--- src/rtl/hbi_pkg.sv ---
package hbi_pkg;
    localparam int unsigned NUM_SIDES = 2;
    localparam int unsigned SIDE_HI   = 0;
    localparam int unsigned SIDE_LO   = 1;

    typedef enum logic {
        GATE_OFF = 1'b0,
        GATE_ON  = 1'b1
    } gate_state_e;

    typedef struct packed {
        logic lo;
        logic hi;
    } side_pair_t;

    function automatic logic rising(input logic now_v, input logic prev_v);
        return now_v & ~prev_v;
    endfunction

    function automatic logic shoot_through(input side_pair_t cmd);
        return cmd.hi & cmd.lo;
    endfunction
endpackage

--- src/rtl/hbi_filter.sv ---
module hbi_filter #(
    parameter int unsigned LEN  = 16,
    parameter logic        INIT = 1'b0
) (
    input  logic clk,
    input  logic rst,
    input  logic raw_i,
    output logic filt_o
);
    localparam int unsigned CW = $clog2(LEN + 1);
    localparam logic [CW-1:0] LAST = CW'(LEN - 1);

    logic [CW-1:0] cnt_q;
    logic          filt_q;

    always_ff @(posedge clk) begin
        if (rst) begin
            cnt_q  <= '0;
            filt_q <= INIT;
        end else if (raw_i == filt_q) begin
            cnt_q <= '0;
        end else if (cnt_q == LAST) begin
            filt_q <= raw_i;
            cnt_q  <= '0;
        end else begin
            cnt_q <= cnt_q + 1'b1;
        end
    end

    assign filt_o = filt_q;

    // the filtered value only ever moves to the level the raw input held
    p_filter_follow_r3: assert property (@(posedge clk) disable iff (rst)
        !$stable(filt_q) |-> (filt_q == $past(raw_i)));
endmodule

--- src/rtl/hbi_channel.sv ---
module hbi_channel
    import hbi_pkg::*;
(
    input  logic clk,
    input  logic rst,
    input  logic cmd_f_i,
    input  logic block_i,
    output logic gate_o
);
    gate_state_e state_q, state_d;
    logic        cmd_d_q;
    logic        edge_w;

    assign edge_w = rising(cmd_f_i, cmd_d_q);

    always_comb begin
        state_d = state_q;
        if (block_i)       state_d = GATE_OFF;
        else if (edge_w)   state_d = GATE_ON;
        else if (!cmd_f_i) state_d = GATE_OFF;
    end

    always_ff @(posedge clk) begin
        if (rst) begin
            state_q <= GATE_OFF;
            cmd_d_q <= 1'b0;
        end else begin
            state_q <= state_d;
            cmd_d_q <= cmd_f_i;
        end
    end

    assign gate_o = (state_q == GATE_ON);

    // a command level that was already high never turns an off gate on
    p_no_level_rearm_r8: assert property (@(posedge clk) disable iff (rst)
        (!gate_o && cmd_f_i && cmd_d_q) |=> !gate_o);

    // a low filtered command leaves the gate off next cycle
    p_cmd_low_off_r10: assert property (@(posedge clk) disable iff (rst)
        !cmd_f_i |=> !gate_o);
endmodule

--- src/rtl/hb_interlock.sv ---
module hb_interlock
    import hbi_pkg::*;
#(
    parameter int unsigned CMD_FILT = 16,
    parameter int unsigned FLT_FILT = 16
) (
    input  logic clk,
    input  logic rst,
    input  logic hi_cmd_i,
    input  logic lo_cmd_i,
    input  logic fault_n_i,
    output logic hi_gate_o,
    output logic lo_gate_o
);
    side_pair_t raw_cmd, filt_cmd, gate;
    logic       fault_n_f;
    logic       block_w;

    assign raw_cmd.hi = hi_cmd_i;
    assign raw_cmd.lo = lo_cmd_i;

    hbi_filter #(.LEN(FLT_FILT), .INIT(1'b1)) u_fault_filt (
        .clk    (clk),
        .rst    (rst),
        .raw_i  (fault_n_i),
        .filt_o (fault_n_f)
    );

    assign block_w = shoot_through(filt_cmd) | ~fault_n_f;

    genvar s;
    generate
        for (s = 0; s < NUM_SIDES; s++) begin : g_side
            hbi_filter #(.LEN(CMD_FILT), .INIT(1'b0)) u_filt (
                .clk    (clk),
                .rst    (rst),
                .raw_i  (raw_cmd[s]),
                .filt_o (filt_cmd[s])
            );
            hbi_channel u_chan (
                .clk     (clk),
                .rst     (rst),
                .cmd_f_i (filt_cmd[s]),
                .block_i (block_w),
                .gate_o  (gate[s])
            );
        end
    endgenerate

    assign hi_gate_o = gate.hi;
    assign lo_gate_o = gate.lo;

    // overlapping filtered commands blank both gates
    p_interlock_r5: assert property (@(posedge clk) disable iff (rst)
        (filt_cmd.hi && filt_cmd.lo) |=> (!hi_gate_o && !lo_gate_o));

    // the two gates never conduct together
    p_exclusive_r5: assert property (@(posedge clk) disable iff (rst)
        !(hi_gate_o && lo_gate_o));

    // a filtered fault blanks both gates
    p_fault_off_r6: assert property (@(posedge clk) disable iff (rst)
        !fault_n_f |=> (!hi_gate_o && !lo_gate_o));
endmodule

--- config.mk ---
export PLATFORM = sky130hd
export DESIGN_NAME = hb_interlock
export DESIGN_NICKNAME = d
export VERILOG_FILES = /design/src/rtl/hbi_pkg.sv /design/src/rtl/hbi_filter.sv /design/src/rtl/hbi_channel.sv /design/src/rtl/hb_interlock.sv
export SDC_FILE = /design/constraint.sdc
export NUM_CORES = 1
export LEC_CHECK = 0
export BUFFER_PORTS_ARGS = -buffer_cell sky130_fd_sc_hd__buf_2
export CELL_PAD_IN_SITES_DETAIL_PLACEMENT = 0
export CELL_PAD_IN_SITES_GLOBAL_PLACEMENT = 2
export CORE_AREA = 4 4 54 56
export CTS_CLUSTER_SIZE = 16
export DETAILED_ROUTE_END_ITERATION = 7
export DIE_AREA = 0 0 58 60
export PLACE_DENSITY = 0.83
export SYNTH_ARGS = -nofsm -noshare
export SYNTH_HDL_FRONTEND = slang
export SYNTH_HIERARCHICAL = 1
export SYNTH_SLANG_ARGS = --single-unit
export TNS_END_PERCENT = 10
--- constraint.sdc ---
create_clock -name clk -period 1.8 [get_ports clk]
set_input_delay 0.27 -clock clk [delete_from_list [all_inputs] [get_ports clk]]
set_output_delay 0.27 -clock clk [all_outputs]
set_load 0.01 [all_outputs]
Word level (Yosys, flattened, before mapping)
Cells that the tools add are included.
W data, S select, Z words.
Cells by class
  $add $sub $neg: 3
  $mul: 0
  divide/modulo/power cells: 0
  order comparisons: 0
  equal/unequal tests: 8
  shift-type cells: 0
  multiplexer cells: 4
  bitwise operators: 10
  reductions and logical operators: 7
Operators by type and width (count)
  $add A5 B1 Y5 const B: 3
  $eq A5 B4 Y1 const B: 3
  $reduce_or A3 Y1: 3
  $not A1 Y1: 6
  $reduce_and A2 Y1: 3
  $mux W1: 4
  $ne A2 B1 Y1 const B: 2
  $and A1 B1 Y1: 3
  $eq A1 B1 Y1: 3
  $reduce_or A2 Y1: 1
  $or A1 B1 Y1: 1
Word-level totals
  register bits after elaboration: 22
  latch bits: 0
  RAM bits: 0
  bits in read-only memories: 0
  input bits: 5
  output and inout port bits: 2
  word-level logic and storage cells: 42
  memories kept: 0

Logic depth before layout (Yosys ltp)
Gate-level depths: netlist (run 1).
  depth in word-level cells: 3
  gate-level depth with buffers: 5

Hierarchy
The synthesis (run 1) kept the hierarchy.
Modules (own cells, without submodules)
  hbi_filter (g_side[0].u_filt ...): times used 2, cells each 23, area an instance 234.0 µm², sequential area each 120.1 µm²
  hbi_filter (u_fault_filt): times used 1, cells each 23, area an instance 236.5 µm², sequential area each 120.1 µm²
  hbi_channel: times used 2, cells each 5, area an instance 72.6 µm², sequential area each 40.0 µm²
  hb_interlock: times used 1, cells each 1, area an instance 10.0 µm², sequential area each 0.0 µm²

Worst setup path after synthesis (run 1)
No wires, ideal clock.
  kind: register to register
  start: register u_fault_filt.cnt_q[0]
  end: register u_fault_filt.cnt_q[2]
  library setup time: 0.064 ns
  arrival time: 1.373 ns
  setup slack: 0.363 ns
  cell stages (with the launch flop): 6
  period minus slack after synthesis: 1.437 ns
  path through: dfxtp_1 > ha_1 > and3_1 > ha_1 > or3_4 > nor2_1
Between the ends
  word-level cells in the longest chain between the ends: 2
  elaborated cells on any way between the ends: 3
RTL lines
  start: declaration: RTL line hbi_filter.sv:13  | logic [CW-1:0] cnt_q;
  start signal: assignment: RTL line hbi_filter.sv:26  | cnt_q <= cnt_q + 1'b1;
  parallel branches: the longest is 2 deep, another holds $add A5 B1 Y5
Several ways; the timed one is not identified.
A chain may end at the register's enable or synchronous reset.

Worst setup path in the final report (run 1)
  start: register g_side[1].u_filt.cnt_q[0]
  end: register g_side[1].u_filt.cnt_q[3]
Between the ends
  word-level cells in the longest chain between the ends: 2
  elaborated cells on any way between the ends: 3
RTL lines (RTL line)
  start: declaration: hbi_filter.sv:13
  start signal: assignment: hbi_filter.sv:26
  parallel branches: the longest is 2 deep, another holds $add A5 B1 Y5
Several ways; the timed one is not identified.

==> results.json, run 1 <==
{
  "post-route-worst-setup-slack_ns": 0.250,
  "power-per-cell-area_mw_per_mm2": 776,
  "cell_variety_after_synth": 15,
  "synth.avg_cell_area_sq_um": 10.7,
  "io_pins": 7,
  "hold_depth": 2,
  "tns_ns": 0,
  "r2r_end": "g_side[1].u_filt/cnt_q[3]",
  "finalNetCount": 102,
  "ir_drop_v": 0.000315,
  "drcViolationCount": 0,
  "slew_viol_final": 0,
  "total_area_of_multi_input_combinational_cells_sq_um": 397,
  "clockRootBuffer": "sky130_fd_sc_hd__clkbuf_4",
  "setup_viol_count_final": 0,
  "fin_util_pct": 39.0,
  "max-cap-violations": 0,
  "avgViaCountPerCell": 4.36,
  "slowest_delay_ns": 0.42,
  "cts_tree": "built",
  "power_leakage_nw": 0.397,
  "synth.largest_area_cell": "sky130_fd_sc_hd__dfxtp_1",
  "ys_seq_elements": 22,
  "initial_core_utilization_pct": 35.3,
  "grt_use_total_pct": 8.14,
  "die_height_um": 60,
  "rsz0062_at_grt": "no",
  "worst-r2r-setup-slack_ns": 0.25,
  "critPathLaunchType": "flip-flop",
  "async_reset_ff_share_pct": 0,
  "clock_sinks": 22,
  "critPathLaunch": "g_side[1].u_filt/cnt_q[0]",
  "antenna_cells_inserted": 0,
  "path_class": "flip-flop to flip-flop",
  "post-synth-top-count-cell": "sky130_fd_sc_hd__dfxtp_1",
  "drtIter0Drc": 25,
  "postcts_setup_bufs": 0,
  "clk_latency_ns": 0.29,
  "run_status": "complete, no violations",
  "tritoncts.num_buffers": 3,
  "arrival_ns": 1.79,
  "yosys_most_used_dff": "sky130_fd_sc_hd__dfxtp_1",
  "slew-limit-headroom_pct": 85.7,
  "cts_hold_buffers": 0,
  "rows": 18,
  "synth.cell_area_sq_um": 860,
  "max_clock_freq_ghz": 0.645,
  "wl_per_cell_um": 9.34,
  "endpoint_kind": "flip-flop",
  "vias": 519,
  "final-hold-violation-count": 0,
  "final_layout_size_suffix_gt1_share_pct": 19.1,
  "clk_pin_slew_ns": 0.11,
  "wire_length_of_the_first_global_routing_pass_mm": 2.07,
  "synth_nets": 91,
  "maximum_number_of_pins_on_one_net_before_global_route_repair": 12,
  "port_buffers": 6,
  "cp_max_fo": 5,
  "reg2reg_depth": 5,
  "gp_routability_congestion": 0.696,
  "core_area_sq_mm": 0.00243,
  "post-place-ws_ns": 0.259,
  "critical_path.most_common_cell": "sky130_fd_sc_hd__ha_1",
  "hold-path-endpoint": "u_fault_filt/filt_o",
  "first_global_vias": 533,
  "timing.hold.worst.start": "fault_n_i",
  "detailed_place_hpwl_um": 863,
  "yosysSeqAreaShare_pct": 51.2,
  "tightestPinTransition_ns": 0.214,
  "fp.dieArea_sq_mm": 0.00348,
  "fillCellCount": 242,
  "firstDrtPassIters": 3,
  "cts_buffer_depth": 2,
  "critical_path.slowest_cell": "sky130_fd_sc_hd__or3_4",
  "clock_skew_ns": 0.00365,
  "top_cells_by_count_synth": "sky130_fd_sc_hd__dfxtp_1, sky130_fd_sc_hd__nor2_1, sky130_fd_sc_hd__ha_1, sky130_fd_sc_hd__inv_1, sky130_fd_sc_hd__xnor2_1",
  "grt_antenna_before_repair": 0,
  "synth.yosys.warnings": 6,
  "layout_min_cycle_time_ns": 1.55,
  "synth_top_area_share_pct": 51.2,
  "fp.dieW_um": 58,
  "ys_top_cells_by_area": "sky130_fd_sc_hd__dfxtp_1, sky130_fd_sc_hd__ha_1, sky130_fd_sc_hd__nor2_1",
  "power_after_layout_mw": 0.737,
  "worst_path_dominant_cell_family": "simple AND/OR/NAND/NOR gates",
  "synth-edff-count": 0,
  "cts.htree.levels": 1,
  "timing.critical_path.cells": "ha_1 -> and3_1 -> ha_1 -> or3_4 -> nor2_1",
  "syn2layout_area_growth_pct": 10.5,
  "synthCells": 80,
  "crit-reg2reg-launch": "g_side[1].u_filt/cnt_q[0]",
  "share_of_the_clock_period_used_by_the_worst_path_after_layout_pct": 86.1,
  "grt-ovfl-total": 0,
  "route.antenna.remaining_nets": 0,
  "drt_wl_total_mm": 1.11,
  "final-seq-area_sq_um": 440,
  "hold_path.class": "primary input to flip-flop",
  "critical_path.n_buffers_inverters": 0,
  "worstPathRequired_ns": 2.04,
  "cts-resized-gates": 0
}
==> per-stage QoR <==
step                hold WS, ns  cell area (sq um)  std cells
finish                    0.224                950        119
floorplan                 0.336                860         80
global placement          0.427                927        116
CTS                       0.213                950        119
global route              0.222                950        119
detailed placement        0.435                927        116
==> cell families after synthesis <==
kind of cell	Yosys count	synth area share, %
compound gates	2	2.33
xor+xnor	9	9.17
fa+ha+maj	6	8.73
buf+inv	6	2.62
flops	22	51.2
mux	2	2.33
simple gates	33	23.6
==> worst reg2reg max path: cells and delay by family, from the launching register on <==
| family | cells | cell delay, ns |
|---|---|---|
| DFF | 1 | 0.34 |
| and+or+nand+nor | 3 | 0.72 |
| adders and majority gates | 2 | 0.43 |
==> per-layer routing <==
metal  vias up  wire length (um)  GRT usage, %
met2         5               512          12.9
met4         0                15          6.95
met1       235               532          8.78
met3         2                51          2.59
li1        277                 -             -
met5         -                 0             0
==> state kept, by name (all words and copies together), names as in the netlist <==
| signal | count |
|---|---|
| u_fault_filt/cnt_q | 5 |
| g_side.u_filt/cnt_q | 10 |
| g_side.u_filt/filt_o | 2 |
| g_side.u_chan/gate_o | 2 |
| u_fault_filt/filt_o | 1 |
| g_side.u_chan/cmd_d_q | 2 |
==> power breakdown <==
group / leakage [nW] / total, mW / switching [mW] / internal [mW]
combinational: 0.205 / 0.0314 / 0.0167 / 0.0147
sequential: 0.178 / 0.497 / 0.00426 / 0.493
clock: 0.0138 / 0.208 / 0.130 / 0.0778
==> cell type report <==
cell class                      instances  share of cell area (%)
Tap cell                               30                    3.95
Multi-Input combinational cell         52                    41.8
Inverter                                6                    2.37
Sequential cell                        22                    46.4
Clock buffer                            3                    2.37
Timing Repair Buffer                    6                    3.16
==> layout by cell type, fill, tap and decap left out <==
cell / count
sky130_fd_sc_hd__or3_4: 3
sky130_fd_sc_hd__nor2b_4: 2
sky130_fd_sc_hd__dfxtp_1: 22
sky130_fd_sc_hd__clkbuf_4: 3
sky130_fd_sc_hd__mux2i_1: 2
sky130_fd_sc_hd__nor2b_1: 3
sky130_fd_sc_hd__ha_1: 6
sky130_fd_sc_hd__buf_2: 6
sky130_fd_sc_hd__nand3_1: 3
sky130_fd_sc_hd__nor3b_2: 2
sky130_fd_sc_hd__a21bo_1: 1
sky130_fd_sc_hd__xor2_1: 3
sky130_fd_sc_hd__inv_1: 6
sky130_fd_sc_hd__nor2_1: 17
sky130_fd_sc_hd__a211o_2: 1
sky130_fd_sc_hd__xnor2_1: 6
sky130_fd_sc_hd__and3_1: 3
==> worst max path at each step <==
stage / end / slack [ns] / depth (start not counted)
after floorplan: u_fault_filt/cnt_q[2] / 0.36 / 5
after global placement: g_side[1].u_filt/cnt_q[3] / 0.29 / 5
after detailed placement: g_side[1].u_filt/cnt_q[3] / 0.26 / 5
after CTS: g_side[1].u_filt/cnt_q[3] / 0.24 / 5
after global routing: g_side[1].u_filt/cnt_q[2] / 0.17 / 5
final: g_side[1].u_filt/cnt_q[3] / 0.25 / 5
(Power assumes the default switching activity.)
==> run 2: changes to the inputs <==
--- a/config.mk
+++ b/config.mk
@@ -8,11 +8,11 @@
 export BUFFER_PORTS_ARGS = -buffer_cell sky130_fd_sc_hd__buf_2
 export CELL_PAD_IN_SITES_DETAIL_PLACEMENT = 0
 export CELL_PAD_IN_SITES_GLOBAL_PLACEMENT = 2
-export CORE_AREA = 4 4 54 56
+export CORE_AREA = 4 4 62 50
 export CTS_CLUSTER_SIZE = 16
 export DETAILED_ROUTE_END_ITERATION = 7
-export DIE_AREA = 0 0 58 60
-export PLACE_DENSITY = 0.83
+export DIE_AREA = 0 0 66 54
+export PLACE_DENSITY = 0.82
 export SYNTH_ARGS = -nofsm -noshare
 export SYNTH_HDL_FRONTEND = slang
 export SYNTH_HIERARCHICAL = 1
==> results.json, run 2 (synthesis results as in run 1) <==
{
  "run_status": "complete, no violations",
  "drtIter0Drc": 12,
  "cts.htree.levels": 1,
  "clock_skew_ns": 0.0139,
  "max_clock_freq_ghz": 0.639,
  "gp_routability_congestion": 0.693,
  "setup_viol_count_final": 0,
  "registers.top_by_ff_count": "g_side.u_filt/cnt_q",
  "critPathLaunchType": "flip-flop",
  "cts-resized-gates": 0,
  "power_leakage_nw": 0.411,
  "tritoncts.num_buffers": 3,
  "drcViolationCount": 0,
  "instances_no_fill": 126,
  "cts_tree": "built",
  "timing.hold.worst.start": "fault_n_i",
  "core_area_sq_mm": 0.00250,
  "hold-path-endpoint": "u_fault_filt/filt_o",
  "rsz0062_at_grt": "no",
  "cts_buffer_depth": 2,
  "avgViaCountPerCell": 4.13,
  "io_pins": 7,
  "vias": 520,
  "route.antenna.remaining_nets": 0,
  "postcts_setup_bufs": 0,
  "crit-reg2reg-launch": "u_fault_filt/cnt_q[0]",
  "worst-r2r-setup-slack_ns": 0.24,
  "share_of_the_clock_period_used_by_the_worst_path_after_layout_pct": 86.9,
  "ir_drop_v": 0.000651,
  "fp.dieArea_sq_mm": 0.00356,
  "fp.dieW_um": 66,
  "drt_wl_total_mm": 1.14,
  "worstPathRequired_ns": 2.04,
  "port_buffers": 6,
  "initial_core_utilization_pct": 34.3,
  "tightestPinTransition_ns": 0.207,
  "finalNetCount": 102,
  "max-cap-violations": 0,
  "grt_use_total_pct": 7.92,
  "clk_latency_ns": 0.31,
  "grt-ovfl-total": 0,
  "antenna_cells_inserted": 0,
  "rows": 16,
  "wl_per_cell_um": 9.06,
  "slew-limit-headroom_pct": 86.2,
  "r2r_end": "u_fault_filt/cnt_q[2]",
  "maximum_number_of_pins_on_one_net_before_global_route_repair": 14,
  "layout_min_cycle_time_ns": 1.56,
  "endpoint_kind": "flip-flop",
  "clockRootBuffer": "sky130_fd_sc_hd__clkbuf_4",
  "clk_pin_slew_ns": 0.11,
  "first_global_vias": 478,
  "most_common_library_cell_in_the_layout_ignoring_fill_and_taps": "sky130_fd_sc_hd__dfxtp_1",
  "layout_top_registers": "g_side.u_filt/cnt_q: 10 flops, u_fault_filt/cnt_q: 5 flops",
  "largest_register_ffs": 10,
  "clock_sinks": 22,
  "die_height_um": 54,
  "final-hold-violation-count": 0,
  "syn2layout_area_growth_pct": 14.8,
  "cts_hold_buffers": 0,
  "final_cell_mix": "sky130_fd_sc_hd__dfxtp_1, sky130_fd_sc_hd__nor2_1",
  "power-per-cell-area_mw_per_mm2": 918,
  "firstDrtPassIters": 3,
  "place_inst": 122,
  "final_layout_size_suffix_gt1_share_pct": 20.0,
  "detailed_place_hpwl_um": 856,
  "cp_max_fo": 5,
  "grt_antenna_before_repair": 0,
  "wire_length_of_the_first_global_routing_pass_mm": 2.02,
  "slew_viol_final": 0,
  "fin_util_pct": 39.5,
  "tns_ns": 0,
  "hold_path.class": "primary input to flip-flop",
  "arrival_ns": 1.81,
  "reg2reg_depth": 5,
  "path_class": "flip-flop to flip-flop",
  "hold_depth": 2
}
[run 2: changes by cell type in the layout (fill, tap and decap cells not counted)]
cell,change
sky130_fd_sc_hd__bufinv_16,+1
[run 2: per-stage QoR]
stage	total power, mW	worst slack, ns	cell area [sq um]	hold WS [ns]
2_1_floorplan	0.527	0.363	860	0.336
3_3_place_gp	0.540	0.290	935	0.429
3_5_place_dp	0.540	0.271	935	0.436
4_1_cts	0.920	0.223	987	0.198
5_1_grt	0.946	0.144	987	0.189
6_report	0.906	0.235	987	0.203
[run 2: worst max-delay path by stage]
stage                         startpoint                        end  slack [ns]  depth (start not counted)
2_1_floorplan      u_fault_filt/cnt_q[0]      u_fault_filt/cnt_q[2]        0.36                          5
3_3_place_gp   g_side[0].u_filt/cnt_q[0]  g_side[0].u_filt/cnt_q[3]        0.29                          5
3_5_place_dp   g_side[0].u_filt/cnt_q[0]  g_side[0].u_filt/cnt_q[2]        0.27                          5
4_1_cts            u_fault_filt/cnt_q[0]      u_fault_filt/cnt_q[2]        0.22                          5
5_1_grt            u_fault_filt/cnt_q[0]      u_fault_filt/cnt_q[2]        0.14                          5
6_report           u_fault_filt/cnt_q[0]      u_fault_filt/cnt_q[2]        0.24                          5
[run 2: report_power, final]
part | leakage, nW | internal, mW | switching (mW) | total (mW)
combinational | 0.205 | 0.0147 | 0.0166 | 0.0312
sequential | 0.178 | 0.493 | 0.00431 | 0.498
clock | 0.0279 | 0.225 | 0.152 | 0.377
[run 2: critical path, cell delays in order, from the launching register on]
cell                      delay, ns
sky130_fd_sc_hd__dfxtp_1       0.34
sky130_fd_sc_hd__ha_1          0.22
sky130_fd_sc_hd__and3_1        0.19
sky130_fd_sc_hd__ha_1          0.20
sky130_fd_sc_hd__or3_4         0.42
sky130_fd_sc_hd__nor2_1        0.13
[run 2: final cells by class]
type                    count  area, sq um
flip-flops and latches     22          440
clock buffers               3         22.5
repair buffers              6         30.0
well taps                  36         45.0
multi-input cells          52          397
inverters                   6         22.5
fillers                   258         1520
clock inverters             1         30.0
[run 2: metal layers]
| layer | up-vias | track usage [%] | part of all wire (%) |
|---|---|---|---|
| met3 | 2 | 5.01 | 7.2 |
| met4 | 0 | 3.04 | 0.61 |
| met5 | - | 0 | 0 |
| met2 | 7 | 12.5 | 41 |
| met1 | 231 | 8.67 | 51 |
| li1 | 280 | - | - |
==> run 3: changes to the inputs <==
--- a/config.mk
+++ b/config.mk
@@ -8,13 +8,12 @@
 export BUFFER_PORTS_ARGS = -buffer_cell sky130_fd_sc_hd__buf_2
 export CELL_PAD_IN_SITES_DETAIL_PLACEMENT = 0
 export CELL_PAD_IN_SITES_GLOBAL_PLACEMENT = 2
-export CORE_AREA = 4 4 62 50
+export CORE_AREA = 4 4 61 49
 export CTS_CLUSTER_SIZE = 16
 export DETAILED_ROUTE_END_ITERATION = 7
-export DIE_AREA = 0 0 66 54
-export PLACE_DENSITY = 0.82
+export DIE_AREA = 0 0 65 53
+export PLACE_DENSITY = 0.83
 export SYNTH_ARGS = -nofsm -noshare
 export SYNTH_HDL_FRONTEND = slang
-export SYNTH_HIERARCHICAL = 1
 export SYNTH_SLANG_ARGS = --single-unit
 export TNS_END_PERCENT = 10
==> results.json, run 3 <==
{
  "run_status": "complete, no violations",
  "gp_routability_congestion": 0.625,
  "drt_wl_total_mm": 1.12,
  "cts_tree": "built",
  "wl_per_cell_um": 8.98,
  "share_of_the_clock_period_used_by_the_worst_path_after_layout_pct": 84.9,
  "largest_register_ffs": 10,
  "detailed_place_hpwl_um": 918,
  "crit-reg2reg-launch": "g_side[1].u_filt.cnt_q[0]",
  "path_class": "flip-flop to flip-flop",
  "drcViolationCount": 0,
  "slew_viol_final": 0,
  "detailroute.wirelength.met2_um": 517,
  "critPathLaunchType": "flip-flop",
  "yosys_most_used_dff": "sky130_fd_sc_hd__dfxtp_1",
  "layout_min_cycle_time_ns": 1.53,
  "fillCellCount": 263,
  "cts-resized-gates": 0,
  "fp.dieW_um": 65,
  "timing.hold.worst.start": "fault_n_i",
  "async_reset_ff_share_pct": 0,
  "synth.avg_cell_area_sq_um": 10.5,
  "grt_antenna_before_repair": 0,
  "postcts_setup_bufs": 0,
  "cts.htree.levels": 1,
  "synth.largest_area_cell": "sky130_fd_sc_hd__dfxtp_1",
  "wire_length_of_the_first_global_routing_pass_mm": 2.19,
  "hold_path.class": "primary input to flip-flop",
  "port_buffers": 6,
  "layout_top_registers": "g_side.u_filt.cnt_q: 10 flops, u_fault_filt.cnt_q: 5 flops",
  "die_height_um": 53,
  "finalNetCount": 101,
  "avgViaCountPerCell": 4.14,
  "grt-ovfl-total": 0,
  "registers.top_by_ff_count": "g_side.u_filt.cnt_q",
  "ys_seq_elements": 22,
  "synthCells": 79,
  "clockRootBuffer": "sky130_fd_sc_hd__clkbuf_4",
  "power_after_layout_mw": 0.898,
  "detail_route.wirelength.met1_um": 540,
  "maximum_number_of_pins_on_one_net_before_global_route_repair": 14,
  "first_global_vias": 522,
  "io_pins": 7,
  "power-per-cell-area_mw_per_mm2": 939,
  "final-seq-area_sq_um": 440,
  "arrival_ns": 1.78,
  "antenna_cells_inserted": 0,
  "fin_util_pct": 38.8,
  "hold-path-endpoint": "u_fault_filt.filt_o",
  "final_cell_mix": "sky130_fd_sc_hd__dfxtp_1, sky130_fd_sc_hd__nor2_1",
  "cts_hold_buffers": 0,
  "routed-wl-met3_um": 65,
  "core_area_sq_mm": 0.00246,
  "vias": 518,
  "final_layout_size_suffix_gt1_share_pct": 14.6,
  "synth.cell_area_sq_um": 828,
  "clock_skew_ns": 0.0132,
  "firstDrtPassIters": 2,
  "post-synth-top-count-cell": "sky130_fd_sc_hd__dfxtp_1",
  "slew-limit-headroom_pct": 91.5,
  "synth_top_area_share_pct": 53.2,
  "clk_pin_slew_ns": 0.13,
  "place_inst": 121,
  "ys_top_cells_by_area": "sky130_fd_sc_hd__dfxtp_1, sky130_fd_sc_hd__ha_1, sky130_fd_sc_hd__nor2_1",
  "synth.yosys.warnings": 0,
  "rows": 16,
  "fp.dieArea_sq_mm": 0.00345,
  "setup_viol_count_final": 0,
  "tritoncts.num_buffers": 3,
  "tns_ns": 0,
  "grt_use_total_pct": 8.70,
  "hold_depth": 2,
  "cp_max_fo": 5,
  "yosysSeqAreaShare_pct": 53.2,
  "most_common_library_cell_in_the_layout_ignoring_fill_and_taps": "sky130_fd_sc_hd__dfxtp_1",
  "initial_core_utilization_pct": 33.6,
  "tightestPinTransition_ns": 0.124,
  "synth_nets": 90,
  "worstPathRequired_ns": 2.06,
  "cell_variety_after_synth": 14,
  "ir_drop_v": 0.000800,
  "power_leakage_nw": 0.388,
  "route.antenna.remaining_nets": 0,
  "clk_latency_ns": 0.31,
  "synth-edff-count": 0,
  "cts_buffer_depth": 2,
  "endpoint_kind": "flip-flop",
  "total_area_of_multi_input_combinational_cells_sq_um": 365,
  "final-hold-violation-count": 0,
  "syn2layout_area_growth_pct": 15.4,
  "reg2reg_depth": 5,
  "max_clock_freq_ghz": 0.655,
  "max-cap-violations": 0,
  "drtIter0Drc": 10,
  "rsz0062_at_grt": "no",
  "maxUsedRoutingLayer": "met3",
  "worst-r2r-setup-slack_ns": 0.27,
  "r2r_end": "g_side[1].u_filt.cnt_q[2]",
  "instances_no_fill": 125,
  "clock_sinks": 22,
  "top_cells_by_count_synth": "sky130_fd_sc_hd__dfxtp_1, sky130_fd_sc_hd__nor2_1, sky130_fd_sc_hd__ha_1, sky130_fd_sc_hd__inv_1, sky130_fd_sc_hd__xnor2_1"
}
run 3: cell types whose count changed after synthesis, sizes merged:
cell and delta:
and4b +2, nand2b +2, nor2b -2, nor3b -2, a21bo -1
run 3: cell type report:
| cell class | instances | area share [%] |
|---|---|---|
| clock inverters | 1 | 3.14 |
| inverters | 6 | 2.36 |
| well taps | 36 | 4.71 |
| flip-flops and latches | 22 | 46.1 |
| multi-input cells | 51 | 38.2 |
| clock buffers | 3 | 2.36 |
| repair buffers | 6 | 3.14 |
run 3: how the worst max path moves through the flow:
stage | depth (start not counted) | endpoint | from
floorplan | 5 | g_side[1].u_filt.cnt_q[2] | g_side[1].u_filt.cnt_q[0]
global placement | 5 | g_side[1].u_filt.cnt_q[3] | g_side[1].u_filt.cnt_q[0]
detailed placement | 5 | g_side[1].u_filt.cnt_q[2] | g_side[1].u_filt.cnt_q[0]
CTS | 5 | g_side[1].u_filt.cnt_q[2] | g_side[1].u_filt.cnt_q[0]
global route | 5 | g_side[1].u_filt.cnt_q[2] | g_side[1].u_filt.cnt_q[0]
finish | 5 | g_side[1].u_filt.cnt_q[2] | g_side[1].u_filt.cnt_q[0]
run 3: logic make-up after synthesis:
logic type / count (synthesis) / share of synthesized area (%)
muxes: 2 / 2.42
DFF: 22 / 53.2
and+or+nand+nor: 33 / 22.1
xor gates and xnor gates: 9 / 9.52
adders and majority gates: 6 / 9.06
buffers and inverters: 6 / 2.72
AOI/OAI and AO/OA: 1 / 1.06
run 3: power breakdown:
part | internal, mW | switching (mW)
clock network | 0.225 | 0.144
logic | 0.0147 | 0.0159
registers | 0.493 | 0.00445
total | 0.733 | 0.165
run 3: per-stage QoR:
stage | setup slack (ns) | hold slack (ns) | instance area [sq um]
detailed placement | 0.265 | 0.440 | 903
global route | 0.189 | 0.176 | 956
finish | 0.272 | 0.192 | 956
CTS | 0.265 | 0.186 | 956
global placement | 0.321 | 0.428 | 903
floorplan | 0.363 | 0.342 | 828
run 3: worst max-delay path: stages, from the launching register on:
cell	delay, ns
sky130_fd_sc_hd__dfxtp_1	0.34
sky130_fd_sc_hd__ha_1	0.22
sky130_fd_sc_hd__and3_1	0.19
sky130_fd_sc_hd__ha_1	0.20
sky130_fd_sc_hd__or3_4	0.42
sky130_fd_sc_hd__nor2_1	0.11
run 3: per-layer routing:
metal / up-vias / GRT usage (%)
li1: 274 / -
met1: 237 / 8.95
met2: 7 / 14.8
met3: 0 / 5.10
met4: 0 / 3.16
met5: - / 0
